===== src/rtl/present_nib_pkg.sv =====
// Shared definitions for the nibble-serial cipher core.
// Assumes: one nibble is 4 bits and the key schedule rotates by 61.
package present_nib_pkg;

    // Sequencer phase of the core.
    typedef enum logic [1:0] {
        PH_IDLE  = 2'd0,
        PH_SUB   = 2'd1,
        PH_PERM  = 2'd2,
        PH_FINAL = 2'd3
    } phase_t;

    localparam int NIB_W_DEF   = 4;
    localparam int STATE_W_DEF = 64;
    localparam int KEY_W_DEF   = 80;
    localparam int ROUNDS_DEF  = 31;
    localparam int KEY_ROT_DEF = 61;
    localparam int RC_LSB_DEF  = 15;

endpackage


===== src/rtl/present_nib_sbox.sv =====
// 4-bit substitution box, purely combinational.
// Assumes: exactly one instance exists in the core; the caller multiplexes
// the state path and the key-schedule path onto it.
module present_nib_sbox (
    input  logic [3:0] x_i,
    output logic [3:0] y_o
);

    // Substitution table lookup.
    always_comb begin
        unique case (x_i)
            4'h0: y_o = 4'hC;
            4'h1: y_o = 4'h5;
            4'h2: y_o = 4'h6;
            4'h3: y_o = 4'hB;
            4'h4: y_o = 4'h9;
            4'h5: y_o = 4'h0;
            4'h6: y_o = 4'hA;
            4'h7: y_o = 4'hD;
            4'h8: y_o = 4'h3;
            4'h9: y_o = 4'hE;
            4'hA: y_o = 4'hF;
            4'hB: y_o = 4'h8;
            4'hC: y_o = 4'h4;
            4'hD: y_o = 4'h7;
            4'hE: y_o = 4'h1;
            default: y_o = 4'h2;
        endcase
    end

endmodule


===== src/rtl/present_nib_perm.sv =====
// Full-width bit permutation layer, pure wiring.
// Bit i goes to (i * GROUPS) mod (W-1); the top bit stays put.
// Assumes: W = GROUPS * (W / GROUPS), so the mapping is a bijection.
module present_nib_perm #(
    parameter int W      = 64,
    parameter int GROUPS = 16
) (
    input  logic [W-1:0] d_i,
    output logic [W-1:0] d_o
);

    localparam int MODV = W - 1;

    for (genvar g = 0; g < W; g++) begin : g_bit
        localparam int DST = (g == W - 1) ? g : ((g * GROUPS) % MODV);
        assign d_o[DST] = d_i[g];
    end

endmodule


===== src/rtl/present_nib_keysched.sv =====
// 80-bit key register with the per-round update.
// The update sends the rotated top nibble out through sbox_x_o and
// takes its substitution back on sbox_y_i, because the core has only
// one S-box.
// Assumes: update_i and load_i are never high together.
module present_nib_keysched #(
    parameter int KEY_W  = 80,
    parameter int RK_W   = 64,
    parameter int NIB_W  = 4,
    parameter int RC_W   = 5,
    parameter int ROT    = 61,
    parameter int RC_LSB = 15
) (
    input  logic              clk,
    input  logic              rst_n,
    input  logic              load_i,
    input  logic [KEY_W-1:0]  key_i,
    input  logic              update_i,
    input  logic [RC_W-1:0]   round_i,
    input  logic [NIB_W-1:0]  sbox_y_i,
    output logic [NIB_W-1:0]  sbox_x_o,
    output logic [RK_W-1:0]   round_key_o
);

    localparam int LO_W = KEY_W - ROT;

    logic [KEY_W-1:0] key_q;
    logic [KEY_W-1:0] key_rot;
    logic [KEY_W-1:0] key_upd;

    // Rotate left by ROT positions.
    assign key_rot  = {key_q[LO_W-1:0], key_q[KEY_W-1:LO_W]};
    assign sbox_x_o = key_rot[KEY_W-1 -: NIB_W];

    // Apply the substituted top nibble and the round-number XOR.
    always_comb begin
        key_upd = key_rot;
        key_upd[KEY_W-1 -: NIB_W] = sbox_y_i;
        key_upd[RC_LSB +: RC_W]   = key_rot[RC_LSB +: RC_W] ^ round_i;
    end

    // Key register: load on start, advance once per round.
    always_ff @(posedge clk) begin
        if (!rst_n) begin
            key_q <= '0;
        end else if (load_i) begin
            key_q <= key_i;
        end else if (update_i) begin
            key_q <= key_upd;
        end
    end

    assign round_key_o = key_q[KEY_W-1 -: RK_W];

    assert_key_load_R5: assert property (@(posedge clk) disable iff (!rst_n)
        load_i |=> (round_key_o == $past(key_i[KEY_W-1 -: RK_W])));

    assert_key_hold_R5: assert property (@(posedge clk) disable iff (!rst_n)
        (!load_i && !update_i) |=> $stable(key_q));

endmodule


===== src/rtl/present_nibble_core.sv =====
// Nibble-serial encryptor for the 64-bit / 80-bit-key SPN cipher.
// Each round has sixteen cycles that take the low state nibble, XOR in
// the matching round-key nibble, substitute it and shift it in at the
// top. After sixteen shifts every nibble is back in its own slot. A
// seventeenth cycle then permutes the full state and advances the key.
// Assumes: start_i, plaintext_i and key_i are synchronous to clk; the
// data inputs are needed only on the edge that accepts start.
module present_nibble_core
    import present_nib_pkg::*;
#(
    parameter int STATE_W = STATE_W_DEF,
    parameter int KEY_W   = KEY_W_DEF,
    parameter int NIB_W   = NIB_W_DEF,
    parameter int ROUNDS  = ROUNDS_DEF
) (
    input  logic               clk,
    input  logic               rst_n,
    input  logic               start_i,
    input  logic [STATE_W-1:0] plaintext_i,
    input  logic [KEY_W-1:0]   key_i,
    output logic [STATE_W-1:0] ciphertext_o,
    output logic               done_o
);

    localparam int NIBBLES = STATE_W / NIB_W;
    localparam int CNT_W   = $clog2(NIBBLES);
    localparam int RC_W    = $clog2(ROUNDS + 1);
    localparam logic [CNT_W-1:0] LAST_NIB = CNT_W'(NIBBLES - 1);
    localparam logic [RC_W-1:0]  LAST_RND = RC_W'(ROUNDS);

    phase_t             phase_q;
    logic [CNT_W-1:0]   nib_q;
    logic [RC_W-1:0]    round_q;
    logic [STATE_W-1:0] state_q;
    logic [STATE_W-1:0] state_perm;
    logic [STATE_W-1:0] round_key;
    logic [STATE_W-1:0] ct_q;
    logic               done_q;
    logic [NIB_W-1:0]   rk_nib [NIBBLES];
    logic [NIB_W-1:0]   key_sb_x;
    logic [NIB_W-1:0]   sb_x;
    logic [NIB_W-1:0]   sb_y;
    logic               accept;

    assign accept = (phase_q == PH_IDLE) && start_i;

    // Slice the round key into addressable nibbles.
    for (genvar g = 0; g < NIBBLES; g++) begin : g_rk
        assign rk_nib[g] = round_key[g*NIB_W +: NIB_W];
    end

    // Shared S-box input: key nibble in the permutation cycle, else state.
    assign sb_x = (phase_q == PH_PERM) ? key_sb_x
                                       : (state_q[NIB_W-1:0] ^ rk_nib[nib_q]);

    present_nib_sbox u_sbox (
        .x_i (sb_x),
        .y_o (sb_y)
    );

    present_nib_perm #(
        .W      (STATE_W),
        .GROUPS (NIBBLES)
    ) u_perm (
        .d_i (state_q),
        .d_o (state_perm)
    );

    present_nib_keysched #(
        .KEY_W  (KEY_W),
        .RK_W   (STATE_W),
        .NIB_W  (NIB_W),
        .RC_W   (RC_W),
        .ROT    (KEY_ROT_DEF),
        .RC_LSB (RC_LSB_DEF)
    ) u_keys (
        .clk         (clk),
        .rst_n       (rst_n),
        .load_i      (accept),
        .key_i       (key_i),
        .update_i    (phase_q == PH_PERM),
        .round_i     (round_q),
        .sbox_y_i    (sb_y),
        .sbox_x_o    (key_sb_x),
        .round_key_o (round_key)
    );

    // Sequencer: phase, nibble counter and round counter.
    always_ff @(posedge clk) begin
        if (!rst_n) begin
            phase_q <= PH_IDLE;
            nib_q   <= '0;
            round_q <= '0;
        end else begin
            unique case (phase_q)
                PH_IDLE: begin
                    if (start_i) begin
                        phase_q <= PH_SUB;
                        nib_q   <= '0;
                        round_q <= RC_W'(1);
                    end
                end
                PH_SUB: begin
                    nib_q <= nib_q + 1'b1;
                    if (nib_q == LAST_NIB) begin
                        phase_q <= PH_PERM;
                    end
                end
                PH_PERM: begin
                    if (round_q == LAST_RND) begin
                        phase_q <= PH_FINAL;
                    end else begin
                        round_q <= round_q + 1'b1;
                        phase_q <= PH_SUB;
                    end
                end
                default: phase_q <= PH_IDLE;
            endcase
        end
    end

    // State shift register: load, nibble substitution, permutation.
    always_ff @(posedge clk) begin
        if (!rst_n) begin
            state_q <= '0;
        end else if (accept) begin
            state_q <= plaintext_i;
        end else if (phase_q == PH_SUB) begin
            state_q <= {sb_y, state_q[STATE_W-1:NIB_W]};
        end else if (phase_q == PH_PERM) begin
            state_q <= state_perm;
        end
    end

    // Output stage: final key XOR and the one-cycle done pulse.
    always_ff @(posedge clk) begin
        if (!rst_n) begin
            ct_q   <= '0;
            done_q <= 1'b0;
        end else begin
            done_q <= (phase_q == PH_FINAL);
            if (phase_q == PH_FINAL) begin
                ct_q <= state_q ^ round_key;
            end
        end
    end

    assign ciphertext_o = ct_q;
    assign done_o       = done_q;

    assert_done_pulse_R6: assert property (@(posedge clk) disable iff (!rst_n)
        done_o |=> !done_o);

    assert_ct_hold_R8: assert property (@(posedge clk) disable iff (!rst_n)
        !done_o |-> $stable(ciphertext_o));

    assert_busy_stays_R7: assert property (@(posedge clk) disable iff (!rst_n)
        (phase_q == PH_SUB || phase_q == PH_PERM) |=> (phase_q != PH_IDLE));

    assert_perm_follows_R10: assert property (@(posedge clk) disable iff (!rst_n)
        (phase_q == PH_SUB && nib_q == LAST_NIB) |=> (phase_q == PH_PERM));

    assert_last_round_R10: assert property (@(posedge clk) disable iff (!rst_n)
        (phase_q == PH_PERM && round_q == LAST_RND) |=> (phase_q == PH_FINAL));

    assert_round_steady_R10: assert property (@(posedge clk) disable iff (!rst_n)
        (phase_q == PH_SUB) |=> (round_q == $past(round_q)));

    assert_done_after_final_R1: assert property (@(posedge clk) disable iff (!rst_n)
        (phase_q == PH_FINAL) |=> done_o);

endmodule


===== config.mk =====
export PLATFORM = sky130hd
export DESIGN_NAME = present_nibble_core
export DESIGN_NICKNAME = d
export VERILOG_FILES = /design/src/rtl/present_nib_pkg.sv /design/src/rtl/present_nib_sbox.sv /design/src/rtl/present_nib_perm.sv /design/src/rtl/present_nib_keysched.sv /design/src/rtl/present_nibble_core.sv
export SDC_FILE = /design/constraint.sdc
export NUM_CORES = 1
export LEC_CHECK = 0
export BUFFER_PORTS_ARGS = -buffer_cell sky130_fd_sc_hd__buf_2
export CORE_ASPECT_RATIO = 0.7
export CORE_MARGIN = 5
export CORE_UTILIZATION = 45
export DETAILED_ROUTE_END_ITERATION = 12
export PLACE_DENSITY = 0.67
export SYNTH_ARGS = -nofsm -noshare
export SYNTH_HDL_FRONTEND = slang
export SYNTH_SLANG_ARGS = --single-unit

===== constraint.sdc =====
create_clock -name clk -period 3.5 [get_ports clk]
set_clock_uncertainty 0.05 [all_clocks]
set_input_delay 0.7 -clock clk [delete_from_list [all_inputs] [get_ports clk]]
set_output_delay 0.7 -clock clk [all_outputs]
set_load 0.03 [all_outputs]

Yosys cells after proc, flatten, opt, wreduce, memory -nomap -nowiden
Memories as Yosys holds them, arrays and structs flattened.
Index checks and enable logic that the tools add are counted.

word-level totals
  memories = 1
  logic and storage cells = 52
  memory bits (read-only) = 64
  output and inout bits = 65
  bits in writable memories = 0
  register bits after elaboration = 220
  latch bits = 0

memory list
  memory            depth  bits a word  read ports  clocked after memory_dff  write ports  line                    text
  (name not given)  16     4            1           0                         0            present_nib_sbox.sv:11  unique case (x_i)

cells by class
  $add $sub $neg = 2
  $mul = 0
  reduce and logical (&&, ||, !) cells = 10
  equality and inequality tests = 8
  muxes and demuxes = 18
  bitwise operators = 4
  div/mod/pow operators = 0
  shift operators = 0
  magnitude comparators = 1

operators with widths
  cell                                         number
  two-way mux 80 bit                           2
  two-way mux 64 bit                           2
  XOR 64 bit                                   1
  two-way mux 63 bit                           1
  binary-select mux 4 bit (select 4 bit)       1
  two-way mux 4 bit                            4
  two-way mux 5 bit                            2
  one-hot mux 5 bit (2 select lines)           1
  one-hot mux 4 bit (2 select lines)           1
  nonzero test 2 bit                           4
  two-way mux 2 bit                            3
  != test 2 bit, second input constant         3
  one-hot mux 2 bit (3 select lines)           1
  adder 5 x 1 -> 5 bit, second input constant  1
  == test 5 bit, second input constant         1
  >= comparator 5 bit, second input constant   1
  NOT 4 -> 5 bit                               1
  XOR 5 bit                                    1
  adder 4 x 1 -> 4 bit, second input constant  1
  == test 2 bit, second input constant         2
  == test 4 bit, second input constant         1
  AND reduction 2 bit                          2
  XOR 4 bit                                    1
  AND reduction 3 bit                          1
  4 further kinds                              4

Depth between registers and ports, before layout
An unclocked memory read counts as a cell.

  depth after elaboration = 9
  mapped depth = 13
  mapped depth without buffers = 10

Cells and area by module
A second synthesis with hierarchy kept.

second synthesis, totals
  cell total of the unflattened synthesis = 1212
  area total of the unflattened synthesis = 11990.2 um2

modules (own cells, without submodules)
  module                instances  cells each  area an instance (um2)
  present_nibble_core   1          700         6637.6
  present_nib_keysched  1          430         4687.0
  present_nib_perm      1          64          480.5
  present_nib_sbox      1          18          185.2

Least setup slack after synthesis
Ideal clock, no wire load.

  path kind = flip-flop to flip-flop
  start point = register nib_q[1]
  end point = register u_keys.key_q[79]
  library setup time = 0.122 ns
  stages on the path, launching flop included = 12
  buffers on the path = 2
  period minus slack after synthesis = 3.149 ns
  arrival = 2.978 ns
  slack = 0.351 ns
  cell sequence = dfxtp_1 buf_6 clkbuf_1 mux4_2 a2111oi_0 a311o_1 inv_1 ha_1 inv_1 nor2_1 a211oi_1 o311a_1

between the ends
  longest elaborated chain between the ends = 9

ends and longest elaborated chain
  element                                                line                        text
  from (decl)                                            present_nibble_core.sv:32   logic [CNT_W-1:0] nib_q;
  from (signal assigned)                                 present_nibble_core.sv:104  nib_q <= nib_q + 1'b1;
  NOT 4 -> 5 bit (implied by the code)                   present_nibble_core.sv:54   : (state_q[NIB_W-1:0] ^ rk_nib[nib_q]);
  binary-select mux 4 bit (select 4 bit)                 present_nibble_core.sv:54
  two-way mux 4 bit (implied by the code) (2 in series)  present_nibble_core.sv:54
  XOR 4 bit                                              present_nibble_core.sv:54
  two-way mux 4 bit                                      present_nibble_core.sv:53   assign sb_x = (phase_q == PH_PERM) ? key_sb_x
  memory (16 x 4 bit)                                    n/a
  two-way mux 80 bit                                     present_nib_keysched.sv:48  end else if (update_i) begin
  two-way mux 80 bit                                     present_nib_keysched.sv:46  end else if (load_i) begin
  to (signal assigned)                                   present_nib_keysched.sv:47  key_q <= key_i;
  to (signal assigned)                                   present_nib_keysched.sv:49  key_q <= key_upd;
  to (decl)                                              present_nib_keysched.sv:27  logic [KEY_W-1:0] key_q;

No other way between the ends. The select of a mux whose other input is x is not followed.
A chain may end at the register's enable or synchronous reset.

Final worst setup path
  start point = register nib_q[1]
  end point = register u_keys.key_q[77]

The elaborated chain is that of the path after synthesis.

==> results.py <==
metrics = {
    "routing": {
        "ant_nets": 0,
        "drt_wl_total_mm": 42.4,
        "drc": 0,
        "vias": 10700,
        "drt_pass1_iterations": 6,
        "wl_per_cell_um": 23.7,
        "drtIter0Drc": 1264,
        "viasPerCell": 5.97,
    },
    "grt": {
        "grt_usage_pct": 28.9,
        "met2_usage_pct": 40.7,
        "grt_max_degree": 129,
        "grt.overflow.total": 0,
        "first_global_vias": 9776,
        "gr-max-usage-layer": "met1",
        "antenna_found_initial": 2,
        "use_met3_pct": 6.86,
        "grt_first_pass_wirelength_mm": 61.9,
        "met1_usage_pct": 44.2,
    },
    "yosys": {
        "synthCells": 1291,
        "synthDistinctLibCells": 51,
        "yosys_warnings": 0,
        "seq_area_frac_synth_pct": 39.9,
        "synthesis.area_mm2": 0.0110,
        "synth_ff_type": "dfxtp_1",
        "synth-edff-count": 0,
        "synth_seq_cells": 220,
        "syn_area_per_cell_um2": 8.56,
        "synthArstFlopShare_pct": 0,
        "syn_nets": 1446,
    },
    "timing": {
        "hold_viol": 0,
        "slew_headroom_pct": 38.0,
        "maxSlewViolCount": 0,
        "rsz0062_at_grt": "false",
        "whs_ps": 413,
        "max_freq_mhz": 298,
        "tightest_slew_ps": 930,
        "finalSetupTns_ps": 0,
        "finalCriticalPeriod_ps": 3350,
        "finalCritPeriodShare_pct": 95.8,
        "finalSetupViolations": 0,
    },
    "clock_network": {
        "clock_latency_ps": 520,
        "ctsResizeCount": 0,
        "post_cts_buffers": 0,
        "htreeDepth": 1,
        "clockRootBuffer": "clkbuf_16",
        "cts.clk_slew.worst_paths_ps": 60,
        "hold_buffers": 0,
        "clock_path_buffers": 3,
        "clock_sinks": 220,
        "cts_tree": "built",
        "cts_made_buffers": 24,
    },
    "die": {
        "io_pins": 212,
        "die_h_um": 141,
        "die_width_um": 197,
        "rows": 48,
        "core-area_mm2": 0.0244,
        "die_area_mm2": 0.0278,
        "start_util_pct": 45.3,
    },
    "setup_path": {
        "crit_required_ps": 3910,
        "cpMaxStageDelayCell": "mux4_1",
        "critPathBufInv": 2,
        "start_kind": "flop",
        "path_cells": "mux4_1, mux2_2, o2111a_1, or4_4, inv_1, ha_1, inv_1, mux4_2, o21ai_1, and2_1",
        "worstSetupEndpointType": "flop",
        "max_stage_delay_ps": 590,
        "cp.arrival_ps": 3760,
        "crit_fanout": 5,
        "worst-setup-path-type": "reg2reg",
        "r2r_cells": 10,
        "crit_family": "multiplexers",
        "crit_path_frequent_cell": "inv_1",
        "crit_cells": 10,
    },
    "placed_design": {
        "place_hpwl_mm": 31.1,
        "numPortBuffers": 211,
        "routabilityCongestion": 0.968,
    },
    "power": {
        "clock_power_share_pct": 40.7,
        "power.switching_mw": 1.78,
        "p_int_mw": 4.56,
        "power_leakage_nw": 6.03,
        "max-vdd-ir-drop_v": 0.000345,
        "power_density_mw_per_mm2": 481,
        "seqPwrFrac_pct": 45.2,
        "swShare_pct": 28.1,
        "combinationalPowerShare_pct": 14.1,
    },
    "cells_and_area": {
        "final_common_cell": "dfxtp_1",
        "drive_above_1_share_pct": 20.9,
        "fin_nets": 1602,
        "layout_common_cells": "218 x dfxtp_1, 210 x buf_2, 176 x nand2_1, 154 x nor2_1, 98 x a22oi_1",
        "diodes": 0,
        "area_delta_synth_final_pct": 19.4,
    },
    "run": {
        "cap_violations": 0,
    },
    "min_path": {
        "holdCritPathClass": "reg2reg",
        "hold_path_depth": 2,
    },
    "run_status": {
        "status": "complete, no violations",
    },
}
## through the flow
| step | instances | power (mW) | worst slack (ps) | util (%) | area, um2 |
|---|---|---|---|---|---|
| floorplan | 1291 | 3.37 | 351 | - | 11000 |
| global placement | 1746 | 3.79 | 244 | 50.8 | 12400 |
| detailed placement | 1746 | 3.78 | 207 | 50.8 | 12400 |
| CTS | 1786 | 6.34 | 182 | 54.1 | 13200 |
| global route | 1786 | 6.56 | 6.83 | 54.1 | 13200 |
| finish | 1786 | 6.34 | 147 | 54.1 | 13200 |
## power groups by stage
| stage | clock network (mW) | logic, mW | registers (mW) |
|---|---|---|---|
| 4_1_cts | 2.61 | 0.882 | 2.85 |
| 6_report | 2.58 | 0.896 | 2.87 |
| 3_3_place_gp | 0 | 0.882 | 2.91 |
| 5_1_grt | 2.72 | 0.977 | 2.87 |
| 2_1_floorplan | 0 | 0.579 | 2.79 |
| 3_5_place_dp | 0 | 0.876 | 2.91 |
## logic make-up (layout without fill, tap and decap cells)
group                    after synthesis  count (layout)  share of synthesized area, %
buffers and inverters                128             298                          4.44
AND/OR/NAND/NOR                      434             434                          17.2
AO/OA/AOI/OAI                        397             397                          27.1
XOR/XNOR                              72              72                          5.71
flip-flops                           220             220                          39.9
multiplexers                          32              32                          4.78
adder cells (fa/ha/maj)                8               8                         0.906
## cells in the mapped netlist (2+ instances only)
master	n	area, um2
dfxtp_1	220	4400
nand2_1	176	661
nor2_1	155	582
a22oi_1	98	736
clkbuf_1	98	368
a21boi_0	77	578
xnor2_1	69	604
o211a_1	64	641
a21oi_1	61	305
nor2b_1	48	300
o221ai_1	38	333
o21ai_0	26	130
and2_1	21	131
buf_1	16	60.1
mux2i_1	13	130
inv_1	11	41.3
ha_1	8	100
nand2b_1	8	50.1
nand3_1	8	40.0
mux4_1	7	184
mux4_2	7	158
nor3_1	6	30.0
a221oi_1	5	43.8
mux2_2	5	56.3
a211oi_1	4	30.0
a31oi_1	4	25.0
a22o_1	3	26.3
o22ai_1	3	18.8
xor2_1	3	26.3
and3_1	2	12.5
buf_2	2	10.0
nand4_1	2	12.5
nor3b_1	2	15.0
o2111a_1	2	22.5
o2111ai_1	2	17.5
o311a_1	2	20.0
## registers in the layout (all words and copies together), names as in the netlist
register      flops
ciphertext_o     64
done_o            1
round_q           5
u_keys.key_q     80
phase_q           2
nib_q             4
state_q          64
## worst register-to-register path, cell delays in order (launching register included)
cell,delay [ps]
dfxtp_1,440
mux4_1,590
mux2_2,330
o2111a_1,240
or4_4,570
inv_1,130
ha_1,170
inv_1,40
mux4_2,480
o21ai_1,120
and2_1,120
## path summary, 6_finish.rpt
check | start | end | slack, ps
hold reg to reg | u_keys.key_q[11] | u_keys.key_q[11] | 410
hold / removal | u_keys.key_q[11] | u_keys.key_q[11] | 410
setup / recovery | nib_q[1] | u_keys.key_q[77] | 150
setup reg to reg | nib_q[1] | u_keys.key_q[77] | 150
## cell type report
| class | instances | area, um2 |
|---|---|---|
| Clock inverter | 3 | 41.3 |
| Multi-Input combinational cell | 943 | 6170 |
| Clock buffer | 37 | 751 |
| Timing Repair Buffer | 247 | 1370 |
| Sequential cell | 220 | 4410 |
| Inverter | 11 | 41.3 |
| Tap cell | 325 | 407 |
| Fill cell | 2367 | 11200 |
## layer usage
layer,part of all wire [%],vias to the layer above
li1,-,4894
met1,46,5158
met2,41,537
met3,9.9,73
met4,2.9,2
met5,0.031,-
Power figures use the tool's default switching activity.
